<file path="src/rtl/pwm_meter_pkg.sv">
`timescale 1ns/1ps
package pwm_meter_pkg;

    // Interval timer: waits for the first period-start edge, then reports.
    typedef enum logic {
        T_UNARMED = 1'b0,
        T_ARMED   = 1'b1
    } tmr_state_e;

    // Duty divider: percentage quotient, then fraction quotient, then strobe.
    typedef enum logic [1:0] {
        D_IDLE = 2'd0,
        D_PCT  = 2'd1,
        D_FRAC = 2'd2,
        D_DONE = 2'd3
    } div_state_e;

    // Both quotients are below 512, so nine quotient bits suffice.
    localparam int QUOT_W = 9;
    localparam int PCT_W  = 7;
    localparam int FRAC_W = 8;

endpackage

</file>
<file path="src/rtl/pwm_edge_sync.sv">
`timescale 1ns/1ps
module pwm_edge_sync (
    input  logic clk,
    input  logic rst,
    input  logic async_in,
    output logic rise,
    output logic fall
);

    logic meta_q;
    logic sync_q;
    logic prev_q;

    always_ff @(posedge clk) begin
        if (rst) begin
            meta_q <= 1'b0;
            sync_q <= 1'b0;
            prev_q <= 1'b0;
        end else begin
            meta_q <= async_in;
            sync_q <= meta_q;
            prev_q <= sync_q;
        end
    end

    always_comb begin
        rise = sync_q & ~prev_q;
        fall = ~sync_q & prev_q;
    end

    // edges of the two kinds alternate and never coincide
    a_r2_single_edge: assert property (@(posedge clk) disable iff (rst)
        $onehot0({rise, fall}));

    a_r2_no_double_rise: assert property (@(posedge clk) disable iff (rst)
        rise |=> !rise);

endmodule

</file>
<file path="src/rtl/pwm_interval_timer.sv">
`timescale 1ns/1ps
module pwm_interval_timer
    import pwm_meter_pkg::*;
#(
    parameter int TICK_W = 24
) (
    input  logic              clk,
    input  logic              rst,
    input  logic              rise,
    input  logic              fall,
    input  logic              start_on_fall,
    output logic              cyc_done,
    output logic [TICK_W-1:0] high_t,
    output logic [TICK_W-1:0] low_t,
    output logic              ovf
);

    localparam logic [TICK_W-1:0] TICK_MAX = '1;

    tmr_state_e        state_q;
    tmr_state_e        state_d;
    logic [TICK_W-1:0] cnt_q;
    logic              start_edge;
    logic              any_edge;
    logic              done_q;

    always_comb begin
        start_edge = start_on_fall ? fall : rise;
        any_edge   = rise | fall;
    end

    // Next-state logic
    always_comb begin
        state_d = state_q;
        unique case (state_q)
            T_UNARMED: if (start_edge) state_d = T_ARMED;
            T_ARMED:   state_d = T_ARMED;
        endcase
    end

    // State register
    always_ff @(posedge clk) begin
        if (rst) state_q <= T_UNARMED;
        else     state_q <= state_d;
    end

    // Tick counter: restarts at 1 on every edge, holds at its maximum
    always_ff @(posedge clk) begin
        if (rst)                  cnt_q <= '0;
        else if (any_edge)        cnt_q <= TICK_W'(1);
        else if (cnt_q != TICK_MAX) cnt_q <= cnt_q + 1'b1;
    end

    // Interval latches and sticky saturation flag
    always_ff @(posedge clk) begin
        if (rst) begin
            high_t <= TICK_W'(1);
            low_t  <= TICK_W'(1);
            ovf    <= 1'b0;
        end else begin
            if (rise) low_t  <= cnt_q;
            if (fall) high_t <= cnt_q;
            if (any_edge && (cnt_q == TICK_MAX)) ovf <= 1'b1;
        end
    end

    // Output process: a closed period is announced only in the armed state
    always_ff @(posedge clk) begin
        if (rst) done_q <= 1'b0;
        else     done_q <= (state_q == T_ARMED) && start_edge;
    end

    always_comb cyc_done = done_q;

    // counter holds at its ceiling until an edge restarts it
    a_r9_cnt_saturates: assert property (@(posedge clk) disable iff (rst)
        (!any_edge && cnt_q == TICK_MAX) |=> (cnt_q == TICK_MAX));

    // flag is sticky
    a_r9_ovf_sticky: assert property (@(posedge clk) disable iff (rst)
        ovf |=> ovf);

    // nothing is announced before arming
    a_r4_no_done_unarmed: assert property (@(posedge clk) disable iff (rst)
        (state_q == T_UNARMED) |=> !cyc_done);

    // latched intervals are never zero once a period is announced
    a_r2_intervals_nonzero: assert property (@(posedge clk) disable iff (rst)
        cyc_done |-> (high_t != '0 && low_t != '0));

endmodule

</file>
<file path="src/rtl/pwm_duty_divider.sv">
`timescale 1ns/1ps
module pwm_duty_divider
    import pwm_meter_pkg::*;
#(
    parameter int TICK_W = 24
) (
    input  logic              clk,
    input  logic              rst,
    input  logic              start,
    input  logic [TICK_W-1:0] high_t,
    input  logic [TICK_W-1:0] low_t,
    output logic              done,
    output logic [TICK_W:0]   period,
    output logic [PCT_W-1:0]  pct,
    output logic [FRAC_W-1:0] frac
);

    localparam int PER_W  = TICK_W + 1;
    localparam int DVD_W  = PER_W + QUOT_W;
    localparam int STEP_W = $clog2(QUOT_W);
    localparam logic [STEP_W-1:0] LAST_STEP = STEP_W'(QUOT_W - 1);

    div_state_e         state_q;
    div_state_e         state_d;
    logic [PER_W-1:0]   divisor_q;
    logic [PER_W-1:0]   rem_q;
    logic [QUOT_W-1:0]  shf_q;
    logic [QUOT_W-1:0]  quo_q;
    logic [STEP_W-1:0]  step_q;
    logic [TICK_W-1:0]  high_hold_q;
    logic [PCT_W-1:0]   pct_q;
    logic [FRAC_W-1:0]  frac_q;
    logic [PER_W-1:0]   period_q;

    logic [PER_W:0]     trial;
    logic [PER_W:0]     diff;
    logic               take;
    logic [PER_W-1:0]   rem_nx;
    logic [QUOT_W-1:0]  quo_nx;
    logic               last_step;
    logic [DVD_W-1:0]   dvd_pct;
    logic [DVD_W-1:0]   dvd_frac;

    // One restoring step: shift in the next dividend bit, subtract if it fits
    always_comb begin
        trial     = {rem_q, shf_q[QUOT_W-1]};
        take      = (trial >= {1'b0, divisor_q});
        diff      = trial - {1'b0, divisor_q};
        rem_nx    = take ? diff[PER_W-1:0] : trial[PER_W-1:0];
        quo_nx    = {quo_q[QUOT_W-2:0], take};
        last_step = (step_q == LAST_STEP);
        dvd_pct   = DVD_W'(high_t) * DVD_W'(100);
        dvd_frac  = DVD_W'(high_hold_q) << FRAC_W;
    end

    // Next-state logic
    always_comb begin
        state_d = state_q;
        unique case (state_q)
            D_IDLE: if (start)     state_d = D_PCT;
            D_PCT:  if (last_step) state_d = D_FRAC;
            D_FRAC: if (last_step) state_d = D_DONE;
            D_DONE: state_d = D_IDLE;
        endcase
    end

    // State register
    always_ff @(posedge clk) begin
        if (rst) state_q <= D_IDLE;
        else     state_q <= state_d;
    end

    // Datapath
    always_ff @(posedge clk) begin
        if (rst) begin
            divisor_q   <= '0;
            rem_q       <= '0;
            shf_q       <= '0;
            quo_q       <= '0;
            step_q      <= '0;
            high_hold_q <= '0;
            pct_q       <= '0;
            frac_q      <= '0;
            period_q    <= '0;
        end else begin
            unique case (state_q)
                D_IDLE: begin
                    if (start) begin
                        high_hold_q <= high_t;
                        divisor_q   <= PER_W'(high_t) + PER_W'(low_t);
                        rem_q       <= dvd_pct[DVD_W-1:QUOT_W];
                        shf_q       <= dvd_pct[QUOT_W-1:0];
                        quo_q       <= '0;
                        step_q      <= '0;
                    end
                end
                D_PCT: begin
                    if (last_step) begin
                        pct_q  <= quo_nx[PCT_W-1:0];
                        rem_q  <= dvd_frac[DVD_W-1:QUOT_W];
                        shf_q  <= dvd_frac[QUOT_W-1:0];
                        quo_q  <= '0;
                        step_q <= '0;
                    end else begin
                        rem_q  <= rem_nx;
                        shf_q  <= {shf_q[QUOT_W-2:0], 1'b0};
                        quo_q  <= quo_nx;
                        step_q <= step_q + 1'b1;
                    end
                end
                D_FRAC: begin
                    if (last_step) begin
                        frac_q   <= quo_nx[QUOT_W-1] ? '1 : quo_nx[FRAC_W-1:0];
                        period_q <= divisor_q;
                        step_q   <= '0;
                    end else begin
                        rem_q  <= rem_nx;
                        shf_q  <= {shf_q[QUOT_W-2:0], 1'b0};
                        quo_q  <= quo_nx;
                        step_q <= step_q + 1'b1;
                    end
                end
                D_DONE: begin
                end
            endcase
        end
    end

    // Output process
    always_comb begin
        done   = (state_q == D_DONE);
        period = period_q;
        pct    = pct_q;
        frac   = frac_q;
    end

    // percentage never exceeds 100
    a_r5_pct_bound: assert property (@(posedge clk) disable iff (rst)
        done |-> (pct <= PCT_W'(100)));

    // the 256-scaled fraction is never below the 100-scaled percentage
    a_r6_frac_ge_pct: assert property (@(posedge clk) disable iff (rst)
        done |-> ({1'b0, frac} >= {2'b00, pct}));

    // strobe lasts exactly one clock
    a_r7_done_single: assert property (@(posedge clk) disable iff (rst)
        done |=> !done);

    // both intervals are at least one clock, so the period is at least two
    a_r7_period_min: assert property (@(posedge clk) disable iff (rst)
        done |-> (period >= PER_W'(2)));

endmodule

</file>
<file path="src/rtl/pwm_duty_meter.sv">
`timescale 1ns/1ps
module pwm_duty_meter
    import pwm_meter_pkg::*;
#(
    parameter int TICK_W  = 24,
    parameter int COUNT_W = 16
) (
    input  logic               clk,
    input  logic               rst,
    input  logic               pwm_in,
    input  logic               start_on_fall,
    output logic               res_valid,
    output logic [TICK_W:0]    res_period,
    output logic [PCT_W-1:0]   res_pct,
    output logic [FRAC_W-1:0]  res_frac,
    output logic [COUNT_W-1:0] cycle_count,
    output logic               overflow
);

    logic              rise;
    logic              fall;
    logic              cyc_done;
    logic [TICK_W-1:0] high_t;
    logic [TICK_W-1:0] low_t;
    logic [COUNT_W-1:0] count_q;

    pwm_edge_sync u_sync (
        .clk      (clk),
        .rst      (rst),
        .async_in (pwm_in),
        .rise     (rise),
        .fall     (fall)
    );

    pwm_interval_timer #(.TICK_W(TICK_W)) u_timer (
        .clk           (clk),
        .rst           (rst),
        .rise          (rise),
        .fall          (fall),
        .start_on_fall (start_on_fall),
        .cyc_done      (cyc_done),
        .high_t        (high_t),
        .low_t         (low_t),
        .ovf           (overflow)
    );

    pwm_duty_divider #(.TICK_W(TICK_W)) u_div (
        .clk    (clk),
        .rst    (rst),
        .start  (cyc_done),
        .high_t (high_t),
        .low_t  (low_t),
        .done   (res_valid),
        .period (res_period),
        .pct    (res_pct),
        .frac   (res_frac)
    );

    always_ff @(posedge clk) begin
        if (rst)            count_q <= '0;
        else if (res_valid) count_q <= count_q + 1'b1;
    end

    always_comb cycle_count = count_q;

    // the count moves only across a strobe
    a_r8_count_holds: assert property (@(posedge clk) disable iff (rst)
        !res_valid |=> $stable(cycle_count));

endmodule

</file>
<file path="config.mk">
export PLATFORM = sky130hd
export DESIGN_NAME = pwm_duty_meter
export DESIGN_NICKNAME = d
export VERILOG_FILES = /design/src/rtl/pwm_meter_pkg.sv /design/src/rtl/pwm_edge_sync.sv /design/src/rtl/pwm_interval_timer.sv /design/src/rtl/pwm_duty_divider.sv /design/src/rtl/pwm_duty_meter.sv
export SDC_FILE = /design/constraint.sdc
export NUM_CORES = 1
export LEC_CHECK = 0
export CORE_MARGIN = 2
export CORE_UTILIZATION = 59
export CTS_BUF_LIST = sky130_fd_sc_hd__clkbuf_8 sky130_fd_sc_hd__clkbuf_16
export CTS_CLUSTER_DIAMETER = 40
export DETAILED_ROUTE_END_ITERATION = 16
export DONT_BUFFER_PORTS = 1
export PLACE_DENSITY_LB_ADDON = 0.05
export SYNTH_ARGS = -nofsm -noshare
export SYNTH_HDL_FRONTEND = slang
export SYNTH_SLANG_ARGS = --single-unit
export TNS_END_PERCENT = 10
</file>
<file path="constraint.sdc">
create_clock -name clk -period 3.51 [get_ports clk]
set_input_delay 0.702 -clock clk [delete_from_list [all_inputs] [get_ports clk]]
set_output_delay 0.702 -clock clk [all_outputs]
set_load 0.01 [all_outputs]
</file>
==> impl_metrics.tcl <==
set metrics [dict create \
    skew_ns 0.0221 \
    fin_crit_sh_pct 98.0 \
    yosys_warnings 0 \
    syn_area_um2 14300 \
    p_switching_mw 2.90 \
    r2r_cells 14 \
    yosysSeqAreaShare_pct 32.0 \
    rsz0062_at_grt "true" \
    synth_cells 1757 \
    cp-start-kind "flop" \
    setup_viol_count_final 0 \
    tightest_slew_ns 0.867 \
    cts_hold_buf 0 \
    die_w_um 160 \
    syn_area_per_cell_um2 8.14 \
    drv_cap 0 \
    drt-pass1-iter-count 5 \
    post-place-ws_ns -0.166 \
    p_leak_nw 7.11 \
    core_area_um2 23600 \
    io_buffers 0 \
    slew_headroom_pct 42.0 \
    cts_tree "built" \
    power.internal_mw 6.04 \
    max_freq_ghz 0.291 \
    grt_pass1_vias 11900 \
    initial_core_util_pct 60.6 \
    fp-row-count 56 \
    root_buffer "clkbuf_16" \
    final_cell_area_um2 16600 \
    synth_edf_count 0 \
    ir_drop_v 0.000605 \
    dieArea_um2 25500 \
    run_status "finished, final reports clean" \
    met1_length_mm 18.1 \
    fin_nets 1973 \
    cp.arrival_ns 3.86 \
    hold_depth 1 \
    num_antenna_cells 0 \
    maxUsedRoutingLayer "met4" \
    holdWs_ns 0.278 \
    path_max_fanout 4 \
    grt_max_degree 200 \
    syn_nets 1918 \
    drv_slew 0 \
    cts.sinks 229 \
    combPwrFrac_pct 30.3 \
    ant_nets 0 \
    p_per_area_nw_per_um2 539 \
    worst_ep_required_time_ns 3.93 \
    total_power_mw 8.95 \
    clk_path_buf_depth 3 \
    crit_path_end_kind "flop" \
    track_usage_pct 28.6 \
    power_frac_seq_pct 30.5 \
    die_y_um 160 \
    fin_ws_ns 0.0710 \
    hold_path_class "input pin to flop" \
    path_clk_slew_ns 0.05 \
    drive_above_1_share_pct 12.5 \
    avgRoutedWirePerCell_um 17.2 \
    gp_congestion 0.880 \
    ios 62 \
    p_sw_share_pct 32.4 \
    critPathKind "flop to flop" \
    grt_pass1_wl_mm 60.4 \
    synthArstFlopShare_pct 0 \
    clk-insertion-delay-late_ns 0.51 \
    ys_ff_latch 229 \
    fin_crit_ns 3.44 \
    dpl_cell_area_um2 15100 \
    tns_ns 0 \
    synthDistinctLibCells 81 \
    route.met3.wl_mm 2.12 \
    vias 12500 \
    cts_buffers 35 \
    drc 0 \
    wl_mm 37.1 \
    synthFlopType "dfxtp_1" \
    overflow 0 \
    vias_per_cell 5.81 \
    pwr-share-clk_pct 39.2 \
    htree_levels 2 \
    drtIter0Drc 1012 \
    hold_viol 0 \
    dp_hpwl_mm 27.2 \
    grt_antenna_before_repair 0 \
    wl_met2_mm 16.1 \
    syn2layout_area_growth_pct 16.0 \
]
-- sequential cells by signal, indices dropped and copies added, names as in the netlist, 2 cells and up --
| name | flops |
|---|---|
| u_div.pct | 7 |
| u_div.divisor_q | 25 |
| u_timer.cnt_q | 24 |
| u_div.step_q | 4 |
| u_div.shf_q | 7 |
| u_div.period | 25 |
| u_div.frac | 8 |
| u_div.rem_q | 25 |
| u_div.quo_q | 8 |
| u_timer.high_t | 24 |
| cycle_count | 16 |
| u_timer.low_t | 24 |
| u_div.state_q | 2 |
| u_div.high_hold_q | 24 |
-- cells by family after synthesis --
kind of cell	after synthesis	synth area share [%]
AO/OA/AOI/OAI	421	19.3
XOR/XNOR	76	4.65
adder cells (fa/ha/maj)	157	14.8
buffers and inverters	224	6.16
flip-flops	229	32.0
multiplexers	65	4.61
AND/OR/NAND/NOR	585	18.4
-- power groups by stage --
stage | Clock (mW) | Combinational (mW) | Sequential, mW
6_report | 3.51 | 2.71 | 2.73
5_1_grt | 3.67 | 2.98 | 2.73
4_1_cts | 3.56 | 2.68 | 2.72
3_5_place_dp | 0 | 2.66 | 2.78
3_3_place_gp | 0 | 2.66 | 2.78
2_1_floorplan | 0 | 2.14 | 2.76
-- metal layers --
| metal | track usage [%] | up-vias |
|---|---|---|
| met5 | 0 | - |
| met4 | 6.28 | 0 |
| met3 | 3.87 | 55 |
| met2 | 45.3 | 354 |
| met1 | 41.5 | 5838 |
| li1 | - | 6264 |
-- synth_stat cells (all sizes together), types with 5 or more instances --
cell type  count  area [µm²]
dfxtp        229        4580
nand2        212         796
nor2         176         661
a21oi        151         763
inv          143         537
ha           136        1700
o21ai         66         330
clkbuf        64         243
mux2i         58         581
nor3          52         265
xnor2         41         359
nand3         37         185
xor2          35         307
a21o          33         248
a211oi        24         180
and3          24         150
fa            21         420
a221oi        17         155
buf           17         103
o21a          17         128
nor2b         14        87.6
or3           14        87.6
a31oi         13        81.3
nand4         12        75.1
o211ai        11        82.6
nand2b         9        56.3
a22oi          8        60.1
and2           8        50.1
mux2           7        78.8
o21bai         7        52.6
o22ai          7        43.8
a41oi          6        52.6
o211a          6        60.1
a2111oi        5        62.6
and4           5        43.8
-- worst max-delay path, cell delays in order (launching register included) --
cell	delay, ns
dfxtp_2	0.38
ha_4	0.21
ha_1	0.28
inv_1	0.06
fa_1	0.50
inv_1	0.06
ha_4	0.25
a21o_1	0.20
o41a_1	0.42
o2111ai_2	0.20
buf_4	0.16
a21oi_1	0.09
nor3_1	0.25
o21ai_2	0.08
a41oi_1	0.22
-- layout make-up --
class / count / area (µm²)
Timing Repair Buffer: 99 / 756
Fill cell: 1954 / 7010
Clock inverter: 21 / 231
Tap cell: 319 / 399
Multi-Input combinational cell: 1304 / 9100
Sequential cell: 229 / 4610
Clock buffer: 40 / 967
Inverter: 143 / 537
-- what timing repair did --
action / 4_1_cts / 5_1_grt
pin swaps: 3 / 26
resized for setup: 8 / 54
setup endpoints to repair: 4 / 13
endpoints found under the hold margin: 0 / 0
buffers inserted: 0 / 2
-- layout by cell type (no fill, tap or decap), drive strengths merged, types with 13 or more instances in the layout --
cell and n:
a211oi 24, a21o 33, a21oi 151, a221oi 17
a31oi 13, and3 24, buf 99, clkbuf 40
dfxtp 229, fa 21, ha 136, inv 151
mux2i 58, nand2 212, nand3 37, nor2 176
nor2b 14, nor3 52, o21a 17, o21ai 66
or3 14, xnor2 41, xor2 35
-- worst paths after layout --
path	from	end	slack (ns)
setup / recovery	u_timer.high_t[10]	u_div.rem_q[21]	0.07
hold / removal	rst	u_sync.prev_q	0.28
setup reg to reg	u_timer.high_t[10]	u_div.rem_q[21]	0.07
hold reg to reg	u_div.divisor_q[19]	u_div.period[19]	0.45
-- through the flow --
stage | util (%) | cells
after detailed placement | 64.1 | 2092
after floorplan | - | 1757
after CTS | 69.2 | 2153
after global placement | 64.1 | 2092
after global routing | 70.3 | 2155
final | 70.3 | 2155
(Power assumes the default switching activity.)
